`src/rtl/uartTxPkg.sv`:
```
package uartTxPkg;

  localparam int DATA_W = 8;
  localparam int MIN_BITS = 5;

  typedef enum logic [2:0] {
    ST_IDLE,
    ST_START,
    ST_DATA,
    ST_PARITY,
    ST_STOP
  } txState_t;

  // strobes from control to datapath
  typedef struct packed {
    logic     loadShift;
    logic     shiftNext;
    txState_t sel;
  } txStrobe_t;

  // frame format captured with each character
  typedef struct packed {
    logic [1:0] wordLen;
    logic       stopSel;
    logic       parityOn;
  } frameCfg_t;

endpackage

```
`src/rtl/uartTxDatapath.sv`:
```
module uartTxDatapath
  import uartTxPkg::*;
(
  input  logic              clk,
  input  logic              rstN,
  input  logic              wrStrobe,
  input  logic [DATA_W-1:0] wrData,
  input  logic [1:0]        wordLen,
  input  logic              stopSel,
  input  logic              parityOn,
  input  logic              parityEven,
  input  logic              parityStick,
  input  logic              breakOn,
  input  txStrobe_t         strobe,
  output frameCfg_t         frameCfg,
  output logic              txOut
);

  logic [DATA_W-1:0] holdData;
  logic [DATA_W-1:0] shiftReg;
  logic [DATA_W-1:0] maskedData;
  logic              parityReg;
  logic              parityCalc;
  logic              onesOdd;
  logic              lineLevel;

  // only the selected word length takes part in parity
  for (genvar i = 0; i < DATA_W; i++) begin : gMask
    assign maskedData[i] = holdData[i] & (i < MIN_BITS + int'(wordLen));
  end

  assign onesOdd    = ^maskedData;
  assign parityCalc = parityStick ? ~parityEven
                                  : (parityEven ? onesOdd : ~onesOdd);

  always_ff @(posedge clk or negedge rstN) begin
    if (!rstN) begin
      holdData <= '0;
    end else if (wrStrobe) begin
      holdData <= wrData;
    end
  end

  always_ff @(posedge clk or negedge rstN) begin
    if (!rstN) begin
      shiftReg  <= '0;
      parityReg <= 1'b0;
      frameCfg  <= '{wordLen: 2'b11, stopSel: 1'b0, parityOn: 1'b0};
    end else if (strobe.loadShift) begin
      shiftReg  <= holdData;
      parityReg <= parityCalc;
      frameCfg  <= '{wordLen: wordLen, stopSel: stopSel, parityOn: parityOn};
    end else if (strobe.shiftNext) begin
      shiftReg  <= {1'b0, shiftReg[DATA_W-1:1]};
    end
  end

  always_comb begin
    case (strobe.sel)
      ST_START:  lineLevel = 1'b0;
      ST_DATA:   lineLevel = shiftReg[0];
      ST_PARITY: lineLevel = parityReg;
      default:   lineLevel = 1'b1;
    endcase
  end

  assign txOut = breakOn ? 1'b0 : lineLevel;

endmodule

```
`src/rtl/uartTxControl.sv`:
```
module uartTxControl
  import uartTxPkg::*;
#(
  parameter int TICKS_PER_BIT = 16
) (
  input  logic      clk,
  input  logic      rstN,
  input  logic      baudTick,
  input  logic      wrStrobe,
  input  frameCfg_t frameCfg,
  output txStrobe_t strobe,
  output logic      holdEmpty,
  output logic      txEmpty
);

  localparam int CNT_W = $clog2(2 * TICKS_PER_BIT);
  localparam logic [CNT_W-1:0] LAST_BIT    = CNT_W'(TICKS_PER_BIT - 1);
  localparam logic [CNT_W-1:0] LAST_HALF   = CNT_W'(TICKS_PER_BIT + TICKS_PER_BIT / 2 - 1);
  localparam logic [CNT_W-1:0] LAST_DOUBLE = CNT_W'(2 * TICKS_PER_BIT - 1);

  txState_t         state, stateNext;
  logic [CNT_W-1:0] tickCnt, cntNext;
  logic [2:0]       bitIdx, idxNext;
  logic [2:0]       nBitsLast;
  logic [CNT_W-1:0] stopLast;
  logic [CNT_W-1:0] curLast;
  logic             holdValid;
  logic             bitEnd;
  logic             stopEnd;
  logic             loadShift;
  logic             shiftNext;

  assign nBitsLast = 3'd4 + {1'b0, frameCfg.wordLen};
  assign stopLast  = !frameCfg.stopSel         ? LAST_BIT :
                     (frameCfg.wordLen == 2'b00) ? LAST_HALF : LAST_DOUBLE;
  assign curLast   = (state == ST_STOP) ? stopLast : LAST_BIT;
  assign bitEnd    = baudTick && (tickCnt == curLast);
  assign stopEnd   = (state == ST_STOP) && bitEnd;
  assign loadShift = holdValid && ((state == ST_IDLE) || stopEnd);

  always_comb begin
    stateNext = state;
    cntNext   = tickCnt;
    idxNext   = bitIdx;
    shiftNext = 1'b0;
    if (baudTick && state != ST_IDLE) cntNext = tickCnt + 1'b1;
    case (state)
      ST_IDLE: begin
        if (loadShift) begin
          stateNext = ST_START;
          cntNext   = '0;
        end
      end
      ST_START: begin
        if (bitEnd) begin
          stateNext = ST_DATA;
          cntNext   = '0;
          idxNext   = '0;
        end
      end
      ST_DATA: begin
        if (bitEnd) begin
          shiftNext = 1'b1;
          cntNext   = '0;
          if (bitIdx == nBitsLast) begin
            stateNext = frameCfg.parityOn ? ST_PARITY : ST_STOP;
          end else begin
            idxNext = bitIdx + 1'b1;
          end
        end
      end
      ST_PARITY: begin
        if (bitEnd) begin
          stateNext = ST_STOP;
          cntNext   = '0;
        end
      end
      ST_STOP: begin
        if (bitEnd) begin
          cntNext   = '0;
          stateNext = loadShift ? ST_START : ST_IDLE;
        end
      end
      default: begin
        stateNext = ST_IDLE;
        cntNext   = '0;
      end
    endcase
  end

  always_ff @(posedge clk or negedge rstN) begin
    if (!rstN) begin
      state     <= ST_IDLE;
      tickCnt   <= '0;
      bitIdx    <= '0;
      holdValid <= 1'b0;
    end else begin
      state   <= stateNext;
      tickCnt <= cntNext;
      bitIdx  <= idxNext;
      if (wrStrobe)       holdValid <= 1'b1;
      else if (loadShift) holdValid <= 1'b0;
    end
  end

  always_comb begin
    strobe.loadShift = loadShift;
    strobe.shiftNext = shiftNext;
    strobe.sel       = state;
  end

  assign holdEmpty = !holdValid;
  assign txEmpty   = !holdValid && (state == ST_IDLE);

  AST_LOAD_TO_START: assert property (@(posedge clk) disable iff (!rstN)
    loadShift |=> (state == ST_START && tickCnt == '0));

  AST_LOAD_FREES_HOLD: assert property (@(posedge clk) disable iff (!rstN)
    (loadShift && !wrStrobe) |=> holdEmpty);

  AST_TICK_IN_RANGE: assert property (@(posedge clk) disable iff (!rstN)
    (state != ST_STOP) |-> (tickCnt <= LAST_BIT));

  AST_DATA_IDX_RANGE: assert property (@(posedge clk) disable iff (!rstN)
    (state == ST_DATA) |-> (bitIdx <= nBitsLast));

endmodule

```
`src/rtl/uartTxTop.sv`:
```
module uartTxTop
  import uartTxPkg::*;
#(
  parameter int TICKS_PER_BIT = 16
) (
  input  logic              clk,
  input  logic              rstN,
  input  logic              baudTick,
  input  logic              wrStrobe,
  input  logic [DATA_W-1:0] wrData,
  input  logic [1:0]        wordLen,
  input  logic              stopSel,
  input  logic              parityOn,
  input  logic              parityEven,
  input  logic              parityStick,
  input  logic              breakOn,
  output logic              txOut,
  output logic              holdEmpty,
  output logic              txEmpty
);

  txStrobe_t strobe;
  frameCfg_t frameCfg;

  uartTxControl #(.TICKS_PER_BIT(TICKS_PER_BIT)) uControl (
    .clk       (clk),
    .rstN      (rstN),
    .baudTick  (baudTick),
    .wrStrobe  (wrStrobe),
    .frameCfg  (frameCfg),
    .strobe    (strobe),
    .holdEmpty (holdEmpty),
    .txEmpty   (txEmpty)
  );

  uartTxDatapath uDatapath (
    .clk         (clk),
    .rstN        (rstN),
    .wrStrobe    (wrStrobe),
    .wrData      (wrData),
    .wordLen     (wordLen),
    .stopSel     (stopSel),
    .parityOn    (parityOn),
    .parityEven  (parityEven),
    .parityStick (parityStick),
    .breakOn     (breakOn),
    .strobe      (strobe),
    .frameCfg    (frameCfg),
    .txOut       (txOut)
  );

  AST_EMPTY_LINE_HIGH: assert property (@(posedge clk) disable iff (!rstN)
    (txEmpty && !breakOn) |-> txOut);

endmodule

```
`config.mk`:
```
export PLATFORM = sky130hd
export DESIGN_NAME = uartTxTop
export DESIGN_NICKNAME = d
export VERILOG_FILES = /design/src/rtl/uartTxPkg.sv /design/src/rtl/uartTxDatapath.sv /design/src/rtl/uartTxControl.sv /design/src/rtl/uartTxTop.sv
export SDC_FILE = /design/constraint.sdc
export NUM_CORES = 1
export LEC_CHECK = 0
export BUFFER_PORTS_ARGS = -buffer_cell sky130_fd_sc_hd__buf_2
export CORE_MARGIN = 1.5
export CORE_UTILIZATION = 59
export CTS_BUF_LIST = sky130_fd_sc_hd__clkbuf_4 sky130_fd_sc_hd__clkbuf_8
export CTS_CLUSTER_SIZE = 16
export DETAILED_ROUTE_END_ITERATION = 8
export PLACE_DENSITY = 0.81
export SLEW_MARGIN = 15
export SYNTH_ARGS = -nofsm -noshare
export SYNTH_HDL_FRONTEND = slang
export SYNTH_SLANG_ARGS = --single-unit
```
`constraint.sdc`:
```
create_clock -name clk -period 2.8 [get_ports clk]
set_clock_uncertainty 0.1 [all_clocks]
set_input_delay 0.28 -clock clk [delete_from_list [all_inputs] [get_ports clk]]
set_output_delay 0.28 -clock clk [all_outputs]
set_load 0.1 [all_outputs]
```
Word level (Yosys, flattened, before mapping)
Cells that the tools add are included.
{ "classes": {"addsub": 4, "magnitude_cmp": 8, "eq_ne": 13, "muxes": 30, "n_bitwise": 10, "reduce_logical": 17} }
{ "op_table": {"columns": ["op", "count"], "rows": [
  ["less-than comparator 4 x 32 -> 1 bit, first input constant", 4],
  ["less-than comparator 3 x 32 -> 1 bit, first input constant", 2],
  ["less-than comparator 2 x 32 -> 1 bit, first input constant", 1],
  ["2-to-1 mux 3 bit", 10],
  ["2-to-1 mux 5 bit", 5],
  ["2-to-1 mux 8 bit", 2],
  ["case mux 3 bit (5 select lines)", 1],
  ["!= test 2 x 1 -> 1 bit, second input constant", 6],
  ["case mux 5 bit (2 select lines)", 1],
  ["AND 1 bit", 8],
  ["2-to-1 mux 1 bit", 8],
  ["parity 8 bit", 1],
  ["equality test 3 x 2 -> 1 bit, second input constant", 2],
  ["case mux 3 bit (2 select lines)", 1],
  ["AND reduction 6 bit", 1],
  ["nonzero test 2 bit", 3],
  ["adder 5 x 1 -> 5 bit, second input constant", 1],
  ["equality test 5 bit", 1],
  ["logical AND 1 bit", 5],
  ["adder 3 x 2 -> 4 bit, first input constant", 1],
  ["less-than comparator 1 x 4 -> 1 bit, first input constant", 1],
  ["2-to-1 mux 4 bit", 1],
  ["AND reduction 4 bit", 1],
  ["OR reduction 4 bit", 1],
  ["13 further kinds", 14]
]} }
{ "totals": {"ff_bits": 33, "inputBits": 19, "out_inout_bits": 3, "elab_cells": 92} }

Depth between registers and ports, before layout
Gate-level depths: netlist (run 1).
{ "logic_depth": {"word_depth": 12, "mapped_depth": 7, "mapped_depth_nobuf": 6} }

Cells and area by module
A second synthesis (run 1) with hierarchy kept.
{ "hier_totals": {"cells_unflattened": 177, "hier_area_um2": 1855.5} }
{ "by_module_without_submodules": {"columns": ["mod", "instances", "cells_each", "area_per_inst_um2", "seq_area_each_um2"], "rows": [
  ["uartTxDatapath", 1, 88, 1031.0, 528.0],
  ["uartTxControl", 1, 89, 824.5, 300.3]
]} }

Worst setup path after synthesis (run 1)
OpenSTA, ideal clock, no wires.
{ "synth_timing": {"kind": "flip-flop to flip-flop", "start": "reg uControl.state[0]", "end": "reg uControl.tickCnt[0]", "arrival_ns": 3.082, "required_time_ns": 2.616, "slack_ns": -0.465, "stages_incl_launch_ff": 4, "period_less_slack_ns": 3.265, "cell_sequence": "dfrtp_1 -> or2_2 -> nor3_1 -> a32o_1"} }
{ "synth_between": {"elab_chain_cells": 9, "word_cells_on_any_way": 18, "cone_classes": "eq/ne: 5; mux: 5; reduce/logical: 8"} }
{ "synth_rtl": {"columns": ["item", "line", "source"], "rows": [
  ["start: declaration", "uartTxControl.sv:21", "txState_t state, stateNext;"],
  ["start signal: assignment", "uartTxControl.sv:98", "state <= stateNext;"],
  ["equality test 3 bit", "uartTxControl.sv:36, uartTxControl.sv:38, uartTxControl.sv:47", null],
  ["2-to-1 mux 5 bit", "uartTxControl.sv:36", "assign curLast = (state == ST_STOP) ? stopLast : LAST_BIT;"],
  ["equality test 5 bit", "uartTxControl.sv:37", "assign bitEnd = baudTick && (tickCnt == curLast);"],
  ["logical AND 1 bit", "uartTxControl.sv:37", null],
  ["logical AND 1 bit", "uartTxControl.sv:38", "assign stopEnd = (state == ST_STOP) && bitEnd;"],
  ["logical OR 1 bit", "uartTxControl.sv:39", "assign loadShift = holdValid && ((state == ST_IDLE) || stopEnd);"],
  ["logical AND 1 bit", "uartTxControl.sv:39", null],
  ["2-to-1 mux 5 bit", "uartTxControl.sv:49", "if (loadShift) begin"],
  ["case mux 5 bit (2 select lines) *", "uartTxControl.sv:47", "case (state)"],
  ["net uControl.cntNext[0]", "uartTxControl.sv:22", "logic [CNT_W-1:0] tickCnt, cntNext;"],
  ["end signal: assignment", "uartTxControl.sv:99", "tickCnt <= cntNext;"],
  ["end: declaration", "uartTxControl.sv:22", null]
]} }
Mark *: on every way through the listed nets, which the timed path passes. The rest lies on a longest branch.
A chain may end at the register's enable or synchronous reset.

Worst setup path in the final report (run 1)
{ "layout_timing": {"start": "reg uControl.tickCnt[0]", "end": "reg uDatapath.parityReg"} }
{ "layout_between": {"elab_chain_cells": 5} }
{ "layout_rtl": {"columns": ["item", "line", "source"], "rows": [
  ["equality test 5 bit", "uartTxControl.sv:37", null],
  ["logical AND 1 bit", "uartTxControl.sv:37", null],
  ["logical AND 1 bit", "uartTxControl.sv:38", null],
  ["logical OR 1 bit", "uartTxControl.sv:39", null],
  ["logical AND 1 bit", "uartTxControl.sv:39", null],
  ["end signal: assignment", "uartTxDatapath.sv:51", "parityReg <= parityCalc;"],
  ["end: declaration", "uartTxDatapath.sv:22", "logic parityReg;"]
]} }
Every way passes these cells.

==> impl_metrics.env, run 1 <==
export IMPL_status="completed"
export IMPL_detail_route_antenna_nets=0
export IMPL_clk_pin_slew_ps=100
export IMPL_p_leak_nw=0.9311
export IMPL_wire_per_inst_um=14.98
export IMPL_grt_use_total_pct=24.48
export IMPL_r2r_worst_path_cells=6
export IMPL_root_buffer="clkbuf_4"
export IMPL_synth_nets=188
export IMPL_clk_latency_ps=330
export IMPL_final_max_slew_violation_count=0
export IMPL_synth_seq_cells=33
export IMPL_dp_hpwl_mm=2.517
export IMPL_final_layout_size_suffix_gt1_share_pct=26.53
export IMPL_r2r_end="uDatapath.parityReg$_DFFE_PN0P_"
export IMPL_synth_seq_area_share_pct=47.29
export IMPL_period_minus_slack_ps=2398
export IMPL_n_antenna_cell=0
export IMPL_worst_setup_path_start_kind="flop"
export IMPL_coreArea_um2=2781
export IMPL_endpoint="uDatapath.parityReg$_DFFE_PN0P_"
export IMPL_cts_setup_buffers=0
export IMPL_vias_per_cell=6.048
export IMPL_io_buffers=21
export IMPL_post_place_ws_ps=431.2
export IMPL_fp_dieW_um=57.49
export IMPL_cts_tree="yes"
export IMPL_regToRegStartpoint="uControl.tickCnt[0]$_DFF_PN0_"
export IMPL_r2r_slack_ps=400
export IMPL_drt_first_pass_iters=5
export IMPL_grt_setup_unrepaired="no"
export IMPL_ys_warnings_count=0
export IMPL_arrival_ps=2540
export IMPL_synth_avg_cell_area_um2=10.49
export IMPL_pin_count=22
export IMPL_grt_max_degree=34
export IMPL_setup_slack_ps=402.0
export IMPL_critical_path_class="reg -> reg"
export IMPL_path_max_fanout=13
export IMPL_cp_startpoint="uControl.tickCnt[0]$_DFF_PN0_"
export IMPL_cp_required_ps=2940
export IMPL_grt_pass1_wl_mm=6.058
export IMPL_synthCells=167
export IMPL_peakVddDrop_uv=690.9
export IMPL_cts_buffers=5
export IMPL_setup_viol=0
export IMPL_cap_violations=0
export IMPL_route_detailed_drc=0
export IMPL_num_vias=1373
export IMPL_powerDensity_nw_per_um2=824.9
export IMPL_slew_headroom_pct=46.85
export IMPL_overflow=0
export IMPL_finalCritPeriodShare_pct=85.64
export IMPL_synth_edf_count=0
export IMPL_cp_end_kind="flop"
export IMPL_die_area_um2=3305
export IMPL_fp_row_count=19
export IMPL_finalNetCount=216
export IMPL_grt_pass1_vias=1361
export IMPL_syn_area_um2=1752
export IMPL_max_freq_mhz=417.0
export IMPL_antenna_found_initial=0
export IMPL_start_util_pct=62.98
export IMPL_syn2layout_area_growth_pct=12.79
export IMPL_clock_sinks=33
export IMPL_final_hold_violation_count=0
export IMPL_cts_htree_levels=2
export IMPL_synthDistinctLibCells=41
export IMPL_gp_congestion=0.7730
export IMPL_min_path_type="in -> reg"
export IMPL_setup_tns_ps=0
export IMPL_post_cts_resized=0
export IMPL_synthArstFlopShare_pct=100.0
export IMPL_die_h_um=57.49
export IMPL_clockBufferDepth=2
export IMPL_synth_main_ff_cell="dfrtp_1"
export IMPL_drt_initial_drc_count=53
export IMPL_drt_wl_total_mm=3.400
export IMPL_worst_pin_slew_ps=796.0
-- per-stage QoR --
step | util (%) | cell area (um2) | hold WS (ps) | instances | power, mW
6_report | 71.03 | 1976 | 55.27 | 227 | 1.630
5_1_grt | 71.03 | 1976 | 41.18 | 227 | 1.736
4_1_cts | 71.03 | 1976 | 31.61 | 227 | 1.645
3_5_place_dp | 68.29 | 1899 | 277.6 | 218 | 1.345
3_3_place_gp | 68.29 | 1899 | 269.7 | 218 | 1.306
2_1_floorplan | - | 1757 | -115.6 | 167 | 1.200
-- Yosys cell counts, drive strengths merged, types with 2 or more instances --
master | instances | area share [%]
dfrtp | 31 | 44
nor2 | 15 | 3.2
a21oi | 14 | 4.0
nand2 | 14 | 3.0
o21ai | 14 | 4.2
mux2 | 10 | 6.9
inv | 6 | 1.3
mux2i | 6 | 3.4
nand2b | 5 | 1.8
xnor2 | 5 | 2.5
xor2 | 5 | 2.5
nor3 | 4 | 1.1
nand3 | 3 | 0.86
a32o | 2 | 1.1
buf | 2 | 0.93
clkbuf | 2 | 0.43
dfstp | 2 | 3.0
ha | 2 | 1.4
nand3b | 2 | 0.86
nand4 | 2 | 0.71
nor4 | 2 | 0.71
o221ai | 2 | 1.0
o31a | 2 | 1.0
-- where the power goes --
| group | switching [mW] | total, mW | internal, mW |
|---|---|---|---|
| Clock | 0.151 | 0.294 | 0.143 |
| Combinational | 0.300 | 0.556 | 0.256 |
| Sequential | 0.141 | 0.780 | 0.639 |
-- cell families after synthesis --
family                     synth area share, %
and+or+nand+nor                          14.00
buffers and inverters                    2.643
DFF                                      47.29
AOI/OAI and AO/OA                        18.07
adders and majority gates                1.428
xor gates and xnor gates                 6.285
muxes                                    10.29
-- cells in the final DEF, fill, tap and decap left out, types with 3 or more instances in the layout --
cell,instances
dfrtp_1,31
buf_2,21
nor2_1,15
nand2_1,14
a21oi_1,14
o21ai_0,13
mux2_2,8
clkbuf_4,7
inv_1,6
mux2i_1,6
nand2b_1,5
xnor2_1,5
xor2_1,5
nand3_1,3
nor3_1,3
buf_4,3
-- layer usage --
metal / GRT usage (%) / wire (um) / vias to the layer above
met3: 6.349 / 172 / 9
li1: - / - / 657
met1: 29.88 / 1409 / 671
met4: 12.96 / 83 / 0
met2: 39.77 / 1735 / 36
met5: 0 / 0 / -
-- cell type report --
| class | instances | area, um2 |
|---|---|---|
| repair buffers | 25 | 137.6 |
| fillers | 204 | 805.8 |
| well taps | 31 | 38.79 |
| clock buffers | 8 | 66.31 |
| flip-flops and latches | 33 | 828.3 |
| inverters | 6 | 22.52 |
| multi-input cells | 124 | 882.1 |
-- registers in the layout (all words and copies together), names as in the netlist --
signal	flops
uControl.holdValid	1
uControl.bitIdx	3
uDatapath.shiftReg	8
uControl.state	3
uDatapath.frameCfg	4
uDatapath.holdData	8
uDatapath.parityReg	1
uControl.tickCnt	5
-- timing repair --
action                                 4_1_cts  5_1_grt
endpoints found under the hold margin       31        0
hold buffers                                 1        0
setup endpoints to repair                    0        0
-- how the worst min path moves through the flow --
stage	startpoint	to	depth (start not counted)
detailed placement	rstN	uControl.bitIdx[2]$_DFFE_PN0P_	1
finish	wrData[0]	uDatapath.holdData[0]$_DFFE_PN0P_	3
global route	wrData[0]	uDatapath.holdData[0]$_DFFE_PN0P_	3
CTS	wrData[0]	uDatapath.holdData[0]$_DFFE_PN0P_	3
global placement	rstN	uControl.bitIdx[2]$_DFFE_PN0P_	1
floorplan	rstN	uControl.bitIdx[0]$_DFFE_PN0P_	0
-- worst max-delay path, cell delays in order, from the launching register on --
cell and delay, ps:
dfrtp_1 410, ha_1 220, nand3_1 120, a311oi_2 590, o311ai_2 350, buf_4 280
o31ai_1 230
No activity file was read; power rests on OpenSTA's default activity.
==> run 2, diff against run 1 <==
--- a/config.mk
+++ b/config.mk
@@ -6,12 +6,14 @@
 export NUM_CORES = 1
 export LEC_CHECK = 0
 export BUFFER_PORTS_ARGS = -buffer_cell sky130_fd_sc_hd__buf_2
+export CELL_PAD_IN_SITES_DETAIL_PLACEMENT = 0
+export CELL_PAD_IN_SITES_GLOBAL_PLACEMENT = 1
 export CORE_MARGIN = 1.5
-export CORE_UTILIZATION = 59
+export CORE_UTILIZATION = 47
 export CTS_BUF_LIST = sky130_fd_sc_hd__clkbuf_4 sky130_fd_sc_hd__clkbuf_8
 export CTS_CLUSTER_SIZE = 16
 export DETAILED_ROUTE_END_ITERATION = 8
-export PLACE_DENSITY = 0.81
+export PLACE_DENSITY_LB_ADDON = 0.1
 export SLEW_MARGIN = 15
 export SYNTH_ARGS = -nofsm -noshare
 export SYNTH_HDL_FRONTEND = slang
==> run 2 against run 1 <==
Routed wire length decreased by 0.68%. Total power increased by 3.7%. Utilization shrank 12 points. Maximum frequency up 1.6%. Highest routed layer unchanged.
==> impl_metrics.env, run 2 (synthesis gave the netlist of run 1 again) <==
export IMPL_status="completed"
export IMPL_cts_htree_levels=2
export IMPL_root_buffer="clkbuf_8"
export IMPL_final_layout_size_suffix_gt1_share_pct=26.53
export IMPL_grt_setup_unrepaired="no"
export IMPL_detail_route_antenna_nets=0
export IMPL_crit_buf_inv=0
export IMPL_cpMaxStageDelayCell="a2111oi_4"
export IMPL_clk_latency_ps=280
export IMPL_coreArea_um2=3442
export IMPL_mostFrequentLayoutCells="dfrtp_1 (31), buf_2 (21), nor2_1 (15)"
export IMPL_syn2layout_area_growth_pct=15.71
export IMPL_cp_end_kind="flop"
export IMPL_fin_hold_ws_ps=112.6
export IMPL_post_place_ws_ps=263.7
export IMPL_placedInstanceArea_um2=1918
export IMPL_fp_dieW_um=64.05
export IMPL_peakVddDrop_uv=450.3
export IMPL_die_h_um=64.05
export IMPL_dp_hpwl_mm=2.459
export IMPL_final_cells=242
export IMPL_postLayoutCoreUtil_pct=58.89
export IMPL_period_minus_slack_ps=2361
export IMPL_clock_sinks=33
export IMPL_drt_wl_total_mm=3.377
export IMPL_grt_pass1_wl_mm=6.189
export IMPL_critical_path_class="reg -> reg"
export IMPL_cp_required_ps=2850
export IMPL_fin_area_um2=2027
export IMPL_fillers=314
export IMPL_setup_slack_ps=439.5
export IMPL_setup_viol=0
export IMPL_route_detailed_drc=0
export IMPL_drt_initial_drc_count=106
export IMPL_final_common_cell="dfrtp_1"
export IMPL_p_leak_nw=0.9420
export IMPL_final_hold_violation_count=0
export IMPL_arrival_ps=2410
export IMPL_ctsHoldBuffers=1
export IMPL_total_power_mw=1.691
export IMPL_powerDensity_nw_per_um2=834.2
export IMPL_num_vias=1329
export IMPL_grt_max_degree=34
export IMPL_worst_pin_slew_ps=740.2
export IMPL_slew_headroom_pct=50.54
export IMPL_path_cells="or3_4 -> a2111oi_4 -> nor3_1 -> a32oi_1 -> nor2_1"
export IMPL_wire_per_inst_um=13.95
export IMPL_gp_congestion=0.9099
export IMPL_finalNetCount=216
export IMPL_pin_count=22
export IMPL_path_max_fanout=8
export IMPL_post_cts_resized=0
export IMPL_crit_family="compound AO/OA/AOI/OAI gates"
export IMPL_cap_violations=0
export IMPL_place_inst=233
export IMPL_seq_area_um2=828.3
export IMPL_fp_row_count=21
export IMPL_finalCritPeriodShare_pct=84.31
export IMPL_slowest_delay_ps=640
export IMPL_drt_first_pass_iters=5
export IMPL_overflow=0
export IMPL_worst_setup_path_start_kind="flop"
export IMPL_vias_per_cell=5.492
export IMPL_n_antenna_cell=0
export IMPL_max_freq_mhz=423.6
export IMPL_antenna_found_initial=0
export IMPL_cts_tree="yes"
export IMPL_die_area_um2=4102
export IMPL_reg_top3="uDatapath.holdData: 8 flops, uDatapath.shiftReg: 8 flops, uControl.tickCnt: 5 flops"
export IMPL_cts_buffers=5
export IMPL_grt_use_total_pct=19.61
export IMPL_multi_input_area_um2=892.1
export IMPL_cts_setup_buffers=0
export IMPL_final_max_slew_violation_count=0
export IMPL_min_path_type="in -> reg"
export IMPL_setup_tns_ps=0
export IMPL_clk_pin_slew_ps=60
export IMPL_start_util_pct=50.89
export IMPL_grt_pass1_vias=1310
export IMPL_clockBufferDepth=2
export IMPL_io_buffers=21
-- run 2: changes by cell type in the layout (fill, tap and decap cells not counted) --
cell      before  now
o311ai_4       0    1
clkbuf_8       1    5
clkinv_2       0    1
o311ai_2       1    0
clkbuf_4       7    2
-- run 2: path summary, 6_finish.rpt --
kind                                                 start                           endpoint  slack (ps)  cells after the start
hold reg to reg            uDatapath.parityReg$_DFFE_PN0P_    uDatapath.parityReg$_DFFE_PN0P_         390                      2
setup reg to reg             uControl.tickCnt[3]$_DFF_PN0_      uControl.tickCnt[4]$_DFF_PN0_         440                      5
hold / removal                                   wrData[7]  uDatapath.holdData[7]$_DFFE_PN0P_         110                      3
setup / recovery             uControl.tickCnt[3]$_DFF_PN0_      uControl.tickCnt[4]$_DFF_PN0_         440                      5
min in group asynchronous                             rstN      uControl.state[0]$_DFFE_PN0P_         480                      2
max in group asynchronous                             rstN  uDatapath.holdData[7]$_DFFE_PN0P_        1660                      2
-- run 2: final cells by class --
class	instances	area share [%]
clock buffers	7	4.136
clock inverters	1	0.2469
inverters	6	1.111
multi-input cells	124	44.01
flip-flops and latches	33	40.86
well taps	46	2.840
repair buffers	25	6.790
-- run 2: tightest hold or removal path: cells and delay by family --
| family | cells | cell delay, ps |
|---|---|---|
| buffers and inverters | 1 | 70 |
| AO/OA/AOI/OAI | 1 | 60 |
| AND/OR/NAND/NOR | 1 | 40 |
-- run 2: layer usage --
metal  vias up  global-route usage, %  part of all wire, %  routed length, um
li1        662                      -                    -                  -
met1       630                  25.32                   46               1538
met2        33                  31.90                   49               1654
met3         4                  5.106                  4.6                155
met4         0                  6.793                 0.83                 28
met5         -                      0                    0                  0
-- run 2: power by group --
group / leakage, nW / total (mW) / internal [mW] / switching, mW
sequential: 0.395 / 0.780 / 0.640 / 0.140
clock: 0.0491 / 0.355 / 0.193 / 0.161
combinational: 0.498 / 0.556 / 0.260 / 0.296
==> run 3, diff against run 2 <==
--- a/config.mk
+++ b/config.mk
@@ -9,7 +9,7 @@
 export CELL_PAD_IN_SITES_DETAIL_PLACEMENT = 0
 export CELL_PAD_IN_SITES_GLOBAL_PLACEMENT = 1
 export CORE_MARGIN = 1.5
-export CORE_UTILIZATION = 47
+export CORE_UTILIZATION = 42
 export CTS_BUF_LIST = sky130_fd_sc_hd__clkbuf_4 sky130_fd_sc_hd__clkbuf_8
 export CTS_CLUSTER_SIZE = 16
 export DETAILED_ROUTE_END_ITERATION = 8
==> constraint.sdc (replaced) <==
create_clock -name clk -period 2 [get_ports clk]
set_clock_uncertainty 0.1 [all_clocks]
set_input_delay 0.2 -clock clk [delete_from_list [all_inputs] [get_ports clk]]
set_output_delay 0.2 -clock clk [all_outputs]
set_load 0.1 [all_outputs]
==> run 3 against run 2 <==
The flow now finishes with violations (negative setup slack). Design area is 9.8% higher. Die area grew 11%. Combinational power grew 83%. Largest cell class unchanged.
==> impl_metrics.env, run 3 (synthesis gave the netlist of run 1 again) <==
export IMPL_wire_per_inst_um=14.57
export IMPL_pin_count=22
export IMPL_final_cells=261
export IMPL_grt_pass1_wl_mm=6.327
export IMPL_cp_end_kind="flop"
export IMPL_die_h_um=67.58
export IMPL_io_buffers=21
export IMPL_finalNetCount=231
export IMPL_drt_initial_drc_count=114
export IMPL_n_antenna_cell=0
export IMPL_period_minus_slack_ps=2060
export IMPL_vias_per_cell=5.330
export IMPL_gp_congestion=0.8525
export IMPL_antenna_found_initial=0
export IMPL_critical_path_class="reg -> reg"
export IMPL_setup_viol=15
export IMPL_finalCritPeriodShare_pct=103.0
export IMPL_die_area_um2=4567
export IMPL_final_layout_size_suffix_gt1_share_pct=36.02
export IMPL_drt_wl_total_mm=3.802
export IMPL_grt_pass1_vias=1413
export IMPL_clk_latency_ps=270
export IMPL_fp_row_count=23
export IMPL_powerDensity_nw_per_um2=1159
export IMPL_p_leak_nw=1.026
export IMPL_final_hold_violation_count=0
export IMPL_syn2layout_area_growth_pct=27.07
export IMPL_min_path_type="in -> reg"
export IMPL_cts_tree="yes"
export IMPL_clock_sinks=33
export IMPL_placedInstanceArea_um2=2076
export IMPL_arrival_ps=2120
export IMPL_fp_dieW_um=67.58
export IMPL_path_max_fanout=22
export IMPL_max_freq_mhz=485.5
export IMPL_cts_buffers=5
export IMPL_setup_slack_ps=-59.56
export IMPL_r2r_slack_ps=-60
export IMPL_drt_first_pass_iters=4
export IMPL_status="finished, violations left"
export IMPL_mostFrequentLayoutCells="dfrtp_1 (31), buf_2 (19), buf_4 (17)"
export IMPL_worst_setup_path_start_kind="flop"
export IMPL_cap_violations=0
export IMPL_start_util_pct=43.79
export IMPL_worst_pin_slew_ps=741.3
export IMPL_coreArea_um2=4000
export IMPL_root_buffer="clkbuf_8"
export IMPL_slew_headroom_pct=50.58
export IMPL_cp_required_ps=2060
export IMPL_grt_max_degree=34
export IMPL_peakVddDrop_uv=719.4
export IMPL_clockBufferDepth=2
export IMPL_overflow=0
export IMPL_num_vias=1391
export IMPL_reg_top3="uDatapath.holdData: 8 flops, uDatapath.shiftReg: 8 flops, uControl.tickCnt: 5 flops"
export IMPL_route_detailed_drc=0
export IMPL_violations="negative setup slack"
export IMPL_detail_route_antenna_nets=0
export IMPL_dp_hpwl_mm=2.743
export IMPL_place_inst=251
export IMPL_fin_area_um2=2226
export IMPL_final_max_slew_violation_count=0
export IMPL_final_common_cell="dfrtp_1"
export IMPL_grt_setup_unrepaired="yes"
export IMPL_postLayoutCoreUtil_pct=55.65
export IMPL_clk_pin_slew_ps=70
export IMPL_cts_htree_levels=2
export IMPL_grt_use_total_pct=18.76
run 3: cell count changes in the layout (fill, tap and decap cells not counted), moves of 4 or more:
cell     before  now
buf_4         3   17
o21ai_0      13    8
nor2_1       15   11
nor2_2        0    4
o21ai_1       0    4
run 3: cell type report:
cell class	count	area, um2
flip-flops and latches	33	828.3
inverters	6	22.52
well taps	50	62.56
clock inverters	1	5.005
fillers	357	1774
multi-input cells	124	939.7
repair buffers	40	284.0
clock buffers	7	83.83
run 3: worst paths after layout:
kind                                                        start                           endpoint  depth (start not counted)
min in group asynchronous                                    rstN      uControl.state[1]$_DFFE_PN0P_                          2
max in group asynchronous                                    rstN  uDatapath.holdData[5]$_DFFE_PN0P_                          2
worst max register to register  uDatapath.frameCfg[2]$_DFFE_PN1P_  uDatapath.frameCfg[0]$_DFFE_PN0P_                          5
worst min register to register    uDatapath.parityReg$_DFFE_PN0P_    uDatapath.parityReg$_DFFE_PN0P_                          2
worst max-delay path            uDatapath.frameCfg[2]$_DFFE_PN1P_  uDatapath.frameCfg[0]$_DFFE_PN0P_                          5
worst min-delay path                                    wrData[0]  uDatapath.holdData[0]$_DFFE_PN0P_                          3
run 3: metal layers:
metal  vias to the layer above  share of wire, %  GRT usage (%)
li1                        689                 -              -
met1                       662                42          22.08
met2                        36                53          32.48
met3                         4               4.3          5.000
met4                         0               1.0          7.143
met5                         -                 0              0
run 3: worst max-delay path, cell delays in order, from the launching register on:
cell,delay [ps]
dfstp_2,380
or3_4,390
a2111oi_4,440
o311ai_2,160
buf_12,190
mux2_4,290
run 3: report_power, final:
part	internal (mW)	total, mW	switching [mW]
Clock	0.271	0.502	0.231
Combinational	0.507	1.02	0.513
Sequential	0.895	1.06	0.163
Total	1.67	2.58	0.907
run 3: repair_timing:
| action | in CTS | in global routing |
|---|---|---|
| resized for setup | 9 | 7 |
| hold endpoints to repair | 31 | 0 |
| setup endpoints to repair | 17 | 25 |
| setup buffers | 0 | 1 |
| pin swaps | 7 | 9 |
| hold buffers | 1 | 0 |
run 3: metrics by stage:
step           hold WS, ps  total power, mW  setup slack [ps]  setup TNS (ps)
3_3_place_gp         193.3            2.005            -17.21          -29.32
4_1_cts              24.75            2.580            -20.32          -75.05
6_report             33.97            2.580            -59.56          -399.0
2_1_floorplan       -195.6            1.700            -108.7          -219.7
5_1_grt              38.42            2.757            -132.4           -2115
3_5_place_dp         212.6            2.039            -121.4          -552.3
